## src/rtl/acc_pkg.sv

```systemverilog
package acc_pkg;
  typedef enum logic [2:0] {
    PH_FETCH = 3'd0,
    PH_FWAIT = 3'd1,
    PH_EXEC  = 3'd2,
    PH_OWAIT = 3'd3,
    PH_HALT  = 3'd4
  } phase_t;

  localparam logic [3:0] OPC_LOAD  = 4'h1;
  localparam logic [3:0] OPC_STORE = 4'h2;
  localparam logic [3:0] OPC_ADD   = 4'h5;
  localparam logic [3:0] OPC_JUMP  = 4'h8;
  localparam logic [3:0] OPC_HALT  = 4'hF;
endpackage

```

## src/rtl/acc_decode.sv

```systemverilog
module acc_decode #(
  parameter int OP_W = 4
) (
  input  logic [OP_W-1:0] opc,
  output logic            is_load,
  output logic            is_store,
  output logic            is_add,
  output logic            is_jump,
  output logic            is_halt
);
  import acc_pkg::*;

  always_comb begin
    is_load  = (opc == OP_W'(OPC_LOAD));
    is_store = (opc == OP_W'(OPC_STORE));
    is_add   = (opc == OP_W'(OPC_ADD));
    is_jump  = (opc == OP_W'(OPC_JUMP));
    is_halt  = (opc == OP_W'(OPC_HALT));
  end
endmodule

```

## src/rtl/acc_seq.sv

```systemverilog
module acc_seq (
  input  logic clk,
  input  logic rst,
  input  logic is_load,
  input  logic is_store,
  input  logic is_add,
  input  logic is_jump,
  input  logic is_halt,
  output logic fetch_rd,
  output logic ir_load,
  output logic op_rd,
  output logic acc_load,
  output logic store_wr,
  output logic jump_take,
  output logic halted
);
  import acc_pkg::*;

  phase_t phase, phase_nx;

  always_ff @(posedge clk) begin
    if (rst) phase <= PH_FETCH;
    else     phase <= phase_nx;
  end

  always_comb begin
    phase_nx  = phase;
    fetch_rd  = 1'b0;
    ir_load   = 1'b0;
    op_rd     = 1'b0;
    acc_load  = 1'b0;
    store_wr  = 1'b0;
    jump_take = 1'b0;
    unique case (phase)
      PH_FETCH: begin
        fetch_rd = 1'b1;
        phase_nx = PH_FWAIT;
      end
      PH_FWAIT: begin
        ir_load  = 1'b1;
        phase_nx = PH_EXEC;
      end
      PH_EXEC: begin
        phase_nx = PH_FETCH;
        if (is_load || is_add) begin
          op_rd    = 1'b1;
          phase_nx = PH_OWAIT;
        end else if (is_store) begin
          store_wr = 1'b1;
        end else if (is_jump) begin
          jump_take = 1'b1;
        end else if (is_halt) begin
          phase_nx = PH_HALT;
        end
      end
      PH_OWAIT: begin
        acc_load = 1'b1;
        phase_nx = PH_FETCH;
      end
      PH_HALT:  phase_nx = PH_HALT;
      default:  phase_nx = PH_FETCH;
    endcase
  end

  assign halted = (phase == PH_HALT);
endmodule

```

## src/rtl/acc_datapath.sv

```systemverilog
module acc_datapath #(
  parameter int DATA_W = 16,
  parameter int ADDR_W = 12
) (
  input  logic              clk,
  input  logic              rst,
  input  logic              fetch_rd,
  input  logic              ir_load,
  input  logic              op_rd,
  input  logic              acc_load,
  input  logic              add_sel,
  input  logic              store_wr,
  input  logic              jump_take,
  input  logic [DATA_W-1:0] mem_rdata,
  output logic [ADDR_W-1:0] pc,
  output logic [DATA_W-1:0] ir,
  output logic [DATA_W-1:0] acc,
  output logic [ADDR_W-1:0] mem_addr,
  output logic [DATA_W-1:0] mem_wdata,
  output logic              mem_rd,
  output logic              mem_wr
);
  // next sequential address, wraps at the top of the address space
  function automatic logic [ADDR_W-1:0] pc_step(input logic [ADDR_W-1:0] p);
    return p + 1'b1;
  endfunction

  // accumulator sum, modulo 2^DATA_W
  function automatic logic [DATA_W-1:0] acc_sum(input logic [DATA_W-1:0] a,
                                                input logic [DATA_W-1:0] b);
    return a + b;
  endfunction

  logic [ADDR_W-1:0] ir_addr;
  assign ir_addr = ir[ADDR_W-1:0];

  always_ff @(posedge clk) begin
    if (rst) begin
      pc  <= '0;
      ir  <= '0;
      acc <= '0;
    end else begin
      if (ir_load) begin
        ir <= mem_rdata;
        pc <= pc_step(pc);
      end
      if (jump_take) pc <= ir_addr;
      if (acc_load)  acc <= add_sel ? acc_sum(acc, mem_rdata) : mem_rdata;
    end
  end

  always_comb begin
    mem_addr  = fetch_rd ? pc : ir_addr;
    mem_rd    = fetch_rd | op_rd;
    mem_wr    = store_wr;
    mem_wdata = acc;
  end
endmodule

```

## src/rtl/acc_core.sv

```systemverilog
module acc_core #(
  parameter int DATA_W = 16,
  parameter int ADDR_W = 12
) (
  input  logic              clk,
  input  logic              rst,
  input  logic [DATA_W-1:0] mem_rdata,
  output logic [ADDR_W-1:0] mem_addr,
  output logic [DATA_W-1:0] mem_wdata,
  output logic              mem_rd,
  output logic              mem_wr,
  output logic              halted
);
  localparam int OP_W = DATA_W - ADDR_W;

  logic is_load, is_store, is_add, is_jump, is_halt;
  logic fetch_rd, ir_load, op_rd, acc_load, store_wr, jump_take;
  logic [ADDR_W-1:0] pc;
  logic [DATA_W-1:0] ir, acc;
  logic [OP_W-1:0]   opc;
  logic [ADDR_W-1:0] ir_addr;

  assign opc     = ir[DATA_W-1 -: OP_W];
  assign ir_addr = ir[ADDR_W-1:0];

  acc_decode #(.OP_W(OP_W)) u_dec (
    .opc(opc), .is_load(is_load), .is_store(is_store),
    .is_add(is_add), .is_jump(is_jump), .is_halt(is_halt)
  );

  acc_seq u_seq (
    .clk(clk), .rst(rst),
    .is_load(is_load), .is_store(is_store), .is_add(is_add),
    .is_jump(is_jump), .is_halt(is_halt),
    .fetch_rd(fetch_rd), .ir_load(ir_load), .op_rd(op_rd),
    .acc_load(acc_load), .store_wr(store_wr), .jump_take(jump_take),
    .halted(halted)
  );

  acc_datapath #(.DATA_W(DATA_W), .ADDR_W(ADDR_W)) u_dp (
    .clk(clk), .rst(rst),
    .fetch_rd(fetch_rd), .ir_load(ir_load), .op_rd(op_rd),
    .acc_load(acc_load), .add_sel(is_add), .store_wr(store_wr),
    .jump_take(jump_take), .mem_rdata(mem_rdata),
    .pc(pc), .ir(ir), .acc(acc),
    .mem_addr(mem_addr), .mem_wdata(mem_wdata),
    .mem_rd(mem_rd), .mem_wr(mem_wr)
  );
endmodule

```

## config.mk

```make
export PLATFORM = sky130hd
export DESIGN_NAME = acc_core
export DESIGN_NICKNAME = d
export VERILOG_FILES = /design/src/rtl/acc_pkg.sv /design/src/rtl/acc_decode.sv /design/src/rtl/acc_seq.sv /design/src/rtl/acc_datapath.sv /design/src/rtl/acc_core.sv
export SDC_FILE = /design/constraint.sdc
export NUM_CORES = 1
export LEC_CHECK = 0
export ABC_AREA = 1
export BUFFER_PORTS_ARGS = -buffer_cell sky130_fd_sc_hd__buf_2
export CAP_MARGIN = 20
export CORE_ASPECT_RATIO = 2
export CORE_MARGIN = 2
export CORE_UTILIZATION = 43
export CTS_CLUSTER_SIZE = 25
export DETAILED_ROUTE_END_ITERATION = 10
export HOLD_SLACK_MARGIN = 0.1
export PLACE_DENSITY_LB_ADDON = 0.05
export SYNTH_ARGS = -nofsm -noshare
export SYNTH_HDL_FRONTEND = slang
export SYNTH_HIERARCHICAL = 1
export SYNTH_SLANG_ARGS = --single-unit
```

## constraint.sdc

```tcl
create_clock -name clk -period 1.7 [get_ports clk]
set_clock_uncertainty 0.15 [all_clocks]
set_input_delay 0.17 -clock clk [delete_from_list [all_inputs] [get_ports clk]]
set_output_delay 0.17 -clock clk [all_outputs]
set_load 0.05 [all_outputs]
```

Word level (Yosys, flattened, before mapping):

Cells that the tools add are included.

* flip-flop bits (word level): 47
* output and inout port bits: 31
* word-level logic and storage cells: 40

* add/subtract/negate cells: 2
* eq/ne operators: 9
* multiplexer cells: 21
* bitwise logic cells: 1
* reduce and logical (&&, ||, !) cells: 3

Operators by type and width (count)
* $mux 12: 3
* $add 16x16->16: 1
* $mux 16: 1
* $add 12x1->12 const B: 1
* $mux 1: 12
* $mux 3: 4
* $pmux 3 s4: 1
* $eq 4x4->1 const B: 2
* $eq 3x2->1 const B: 2
* $eq 4x1->1 const B: 1
* $eq 4x2->1 const B: 1
* $eq 4x3->1 const B: 1
* $eq 3x1->1 const B: 1
* $eq 3x3->1 const B: 1
* $logic_not 3->1: 1
* $reduce_bool 2->1: 1
* $logic_or 1x1->1: 1
* $or 1x1->1: 1

Longest topological paths before layout:

* depth after elaboration: 6
* mapped depth: 12
* mapped depth without buffers: 12

Cells and area by module:

The synthesis kept the hierarchy.

Modules (own cells, without submodules)
* acc_datapath: instances 1, cells each 501, area each 3130.5 um2, seq. area each 880.8 um2
* acc_seq: instances 1, cells each 30, area each 185.2 um2, seq. area each 60.1 um2
* acc_decode: instances 1, cells each 17, area each 63.8 um2, seq. area each 0.0 um2

Worst setup path before layout:

No wires, ideal clock.

* path type: flip-flop to output port
* from: reg u_seq.phase[0]
* to: out mem_addr[0]
* arrival: 2.108 ns
* path slack: -0.728 ns
* stages on the path, launching flop included: 5
* path through: dfxtp_1 > nor3_1 > inv_1 > clkbuf_1 > o21ai_0

* cells in the longest elaborated chain, start to end: 3

RTL lines
* from (decl): line acc_seq.sv:19 `phase_t phase, phase_nx;`
* from (signal assigned): line acc_seq.sv:23 `else phase <= phase_nx;`
* $logic_not 3->1: line acc_seq.sv:34 `unique case (phase)`
* $mux 1: line acc_seq.sv:34
* via fetch_rd: line acc_core.sv:17 `logic fetch_rd, ir_load, op_rd, acc_load, store_wr, jump_take;`
* $mux 12: line acc_datapath.sv:53 `mem_addr = fetch_rd ? pc : ir_addr;`
* to (decl): line acc_core.sv:8 `output logic [ADDR_W-1:0] mem_addr,`

The timed path passes the listed nets, and every way through them passes these cells.

Worst setup path in the final report:

* from: reg u_dp.ir[13]
* to: out mem_rd

* cells in the longest elaborated chain, start to end: 5
* elaborated cells between the ends (all ways): 6
* classes of those cells: 2 x eq/ne; 2 x mux; 1 x bitwise; 1 x reduce/logical

RTL lines
* from (decl): line acc_datapath.sv:16 `output logic [DATA_W-1:0] ir,`
* from (signal assigned): line acc_datapath.sv:44 `ir <= mem_rdata;`
* $eq 4x3->1: line acc_decode.sv:16 `is_add = (opc == OP_W'(OPC_ADD));`
* via is_add: line acc_core.sv:16 `logic is_load, is_store, is_add, is_jump, is_halt;`
* $logic_or 1x1->1: line acc_seq.sv:45 `if (is_load || is_add) begin`
* $mux 1: line acc_seq.sv:45
* $mux 1: line acc_seq.sv:34
* via op_rd: line acc_core.sv:17
* $or 1x1->1: line acc_datapath.sv:54 `mem_rd = fetch_rd | op_rd;`
* to (decl): line acc_core.sv:10 `output logic mem_rd,`

The timed path passes the listed nets, and every way through them passes these cells.

==> flow_summary.yaml <==
finish:
  nets: 688
  antenna_cells: 0
  fillers: 680
  layout-drive-gt1-share_pct: 42.0
  finish.utilization_pct: 68.6
  area_growth_pct: 54.4
  fin_area_um2: 5220
power:
  power.switching_mw: 1.19
  pwr_density_cell_nw_per_um2: 661
  p_leak_nw: 2.42
  power_report.internal_total_mw: 2.26
  switching_share_pct: 34.6
  seq_power_share_pct: 36.0
  p_comb_share_pct: 34.8
  irDropWorstVdd_v: 0.000457
  clkPwrFrac_pct: 29.1
global_route:
  gr-total-overflow: 0
  antenna_found_initial: 0
  grt_usage_pct: 25.3
  grt_pass1_wl_um: 16600
  grt_pass1_vias: 3626
  grt_max_degree: 30
drt:
  ant_nets: 0
  wl_per_cell_um: 15.0
  drc: 0
  drt_iter0_markers: 137
  dr.pass1.iters: 4
  vias_per_cell: 5.05
  wirelength_um: 11200
  vias: 3770
synth:
  synthCells: 548
  synthXorXnorAreaFrac_pct: 3.11
  synth-edff-count: 0
  synthSimpleGateAreaFrac_pct: 34.8
  synth_compound_area_share_pct: 13.3
  synth_ff_type: "dfxtp_1"
  ys_warn_count: 6
  syn_avg_cell_area_um2: 6.17
  synth.distinct_cells: 33
  synth_nets: 583
  synth_top_family_by_area: "simple AND/OR/NAND/NOR gates"
  synth_top_area_share_pct: 27.8
  ys_ff_latch: 47
  synthAdderAreaFrac_pct: 6.52
  postSynth.asyncResetShare_pct: 0
  synth_area_um2: 3380
  synth_area_leaders: "dfxtp_1 (28%), nand2_1 (17%), nor2_1 (7.8%), inv_1 (7.4%), ha_1 (5.9%)"
  yosysTopAreaCell: "dfxtp_1"
  ys_seq_area_share_pct: 27.8
  muxShareOfSynthArea_pct: 0
run_status:
  status: "finished with violations"
  violations: "negative setup slack"
place:
  place_area_um2: 4200
  gp_congestion: 0.848
  dp_hpwl_um: 7630
  pre_cts_ws_ps: -183
  io_buffer_count: 48
floorplan:
  core_area_um2: 7600
  die_w_um: 66.7
  rows: 45
  ios: 49
  die_h_um: 129
  initial_core_util_pct: 44.5
  dieArea_um2: 8630
hold_path:
  hold_depth: 4
  hp-class: "in -> reg"
clock_network:
  cts_max_path_buffers: 2
  path_clk_slew_ps: 70
  cts_tree: "yes"
  htreeDepth: 2
  clkLatencyLatePin_ps: 290
  cts_root_buf: "clkbuf_16"
  cts_buffers: 5
  cts.sinks: 47
timing:
  timing.final.crit_share_pct: 107
  slew_headroom_pct: 80.0
  worst_slack_ps: -117
  max_freq_ghz: 0.550
  tightest_slew_ps: 300
  final_hold_viol_count: 0
  rsz0062_at_grt: "yes"
  finalSetupViolCount: 26
  fin_crit_ps: 1820
  maxSlewViolCount: 0
job:
  drv_cap: 0
worst_setup_path:
  crit_fanout: 3
  critical_path_class: "reg -> out"
  worstSetupStartpointType: "flop"
  cp.required_ps: 1380
  reg2regPathDepth: 12
  arrival_ps: 1500
  ff2ff_setup_slack_ps: -100
  crit_path_end_kind: "primary output"
## metal layers
layer	vias to the layer above	part of all wire (%)	global-route usage (%)
met1	1756	36	24.7
li1	1926	-	-
met2	67	59	50.3
met5	-	0	0
met4	0	3.1	11.9
met3	21	2.3	2.60
## per-stage QoR
stage	TNS (ps)	cells	power [mW]	hold slack, ps
2_1_floorplan	-178	548	1.83	89.1
3_3_place_gp	-1120	717	2.13	294
3_5_place_dp	-1420	717	2.14	300
4_1_cts	-1710	741	3.29	111
5_1_grt	-3560	747	3.62	126
6_report	-1570	747	3.45	123
## synth_stat cells, drive strengths merged (2+ instances only)
cell type    n
or2          3
o21ai       39
nand3       27
nor2        75
nand3b       2
xnor2        3
ha          16
inv         76
dfxtp       47
buf         23
nor3         9
clkbuf      12
a31oi        3
o211ai       6
nand2      155
nand4        3
xor2         9
a21oi       36
## registers in the layout, indices dropped and copies added, names as in the netlist
| name | cells |
|---|---|
| u_dp/pc | 12 |
| u_dp/ir | 16 |
| u_seq/phase | 3 |
| u_dp/acc | 16 |
## worst max-delay path: stages, from the launching register on
cell and delay [ps]:
dfxtp_2 330, inv_2 80, nand2_4 70, nor2_4 180
nor2_4 50, buf_6 120, nor2_4 110, or2_4 130
buf_8 130
## layout make-up
| class | instances | area (µm²) | area share (%) |
|---|---|---|---|
| clock inverter | 1 | 5.00 | 0.0959 |
| clock buffer | 6 | 139 | 2.66 |
| timing repair buffer | 133 | 1140 | 21.8 |
| sequential | 47 | 973 | 18.7 |
| multi-input combinational | 390 | 2540 | 48.8 |
| tap | 94 | 118 | 2.25 |
| inverter | 76 | 299 | 5.73 |
## path summary, 6_finish.rpt
path,from,end
max,u_dp/ir[13]$_SDFFE_PP0P_,mem_rd
min,mem_rdata[2],u_dp/ir[2]$_SDFFE_PP0P_
max reg2reg,u_dp/ir[13]$_SDFFE_PP0P_,u_dp/pc[7]$_SDFFE_PP0P_
min reg2reg,u_dp/ir[10]$_SDFFE_PP0P_,u_dp/pc[10]$_SDFFE_PP0P_
## power by group through the flow
stage                     Clock, mW  Sequential (mW)  Combinational [mW]
after floorplan                   0             1.24               0.593
after global placement            0             1.25               0.882
after detailed placement          0             1.25               0.892
after CTS                      1.04             1.23                1.03
after global routing           1.08             1.25                1.28
final                          1.00             1.24                1.20
## timing repair
item,in CTS,in global routing
buffers inserted,8,5
pin swaps,16,21
endpoints found under the hold margin,9,0
hold buffers,9,0
gates resized for setup,79,89
endpoints found under the setup margin,37,41
gates cloned,0,3
## kinds of logic (layout without fill, tap and decap cells)
group | after synthesis | in the layout
xor+xnor | 12 | 12
compound gates | 85 | 85
buf+inv | 111 | 216
simple gates | 276 | 276
flops | 47 | 47
fa+ha+maj | 17 | 17
## placed cells by master, fill, tap and decap left out, types with 4 or more instances in the layout
master,n
o21ai_1,5
o21ai_4,10
nand2_2,35
nor3_2,5
nor2_4,9
a21oi_2,6
o21ai_0,20
dfxtp_4,5
nand2_4,8
clkbuf_16,7
nor3_4,4
a21oi_1,29
dfxtp_1,31
xor2_1,9
buf_2,34
inv_2,17
o211ai_1,6
nor2_1,65
inv_1,55
dlygate4sd3_1,9
buf_12,5
nand2_1,112
buf_4,58
buf_6,22
o21ai_2,4
ha_4,13
nand3_1,24
dfxtp_2,11
Power figures use the tool's default switching activity.
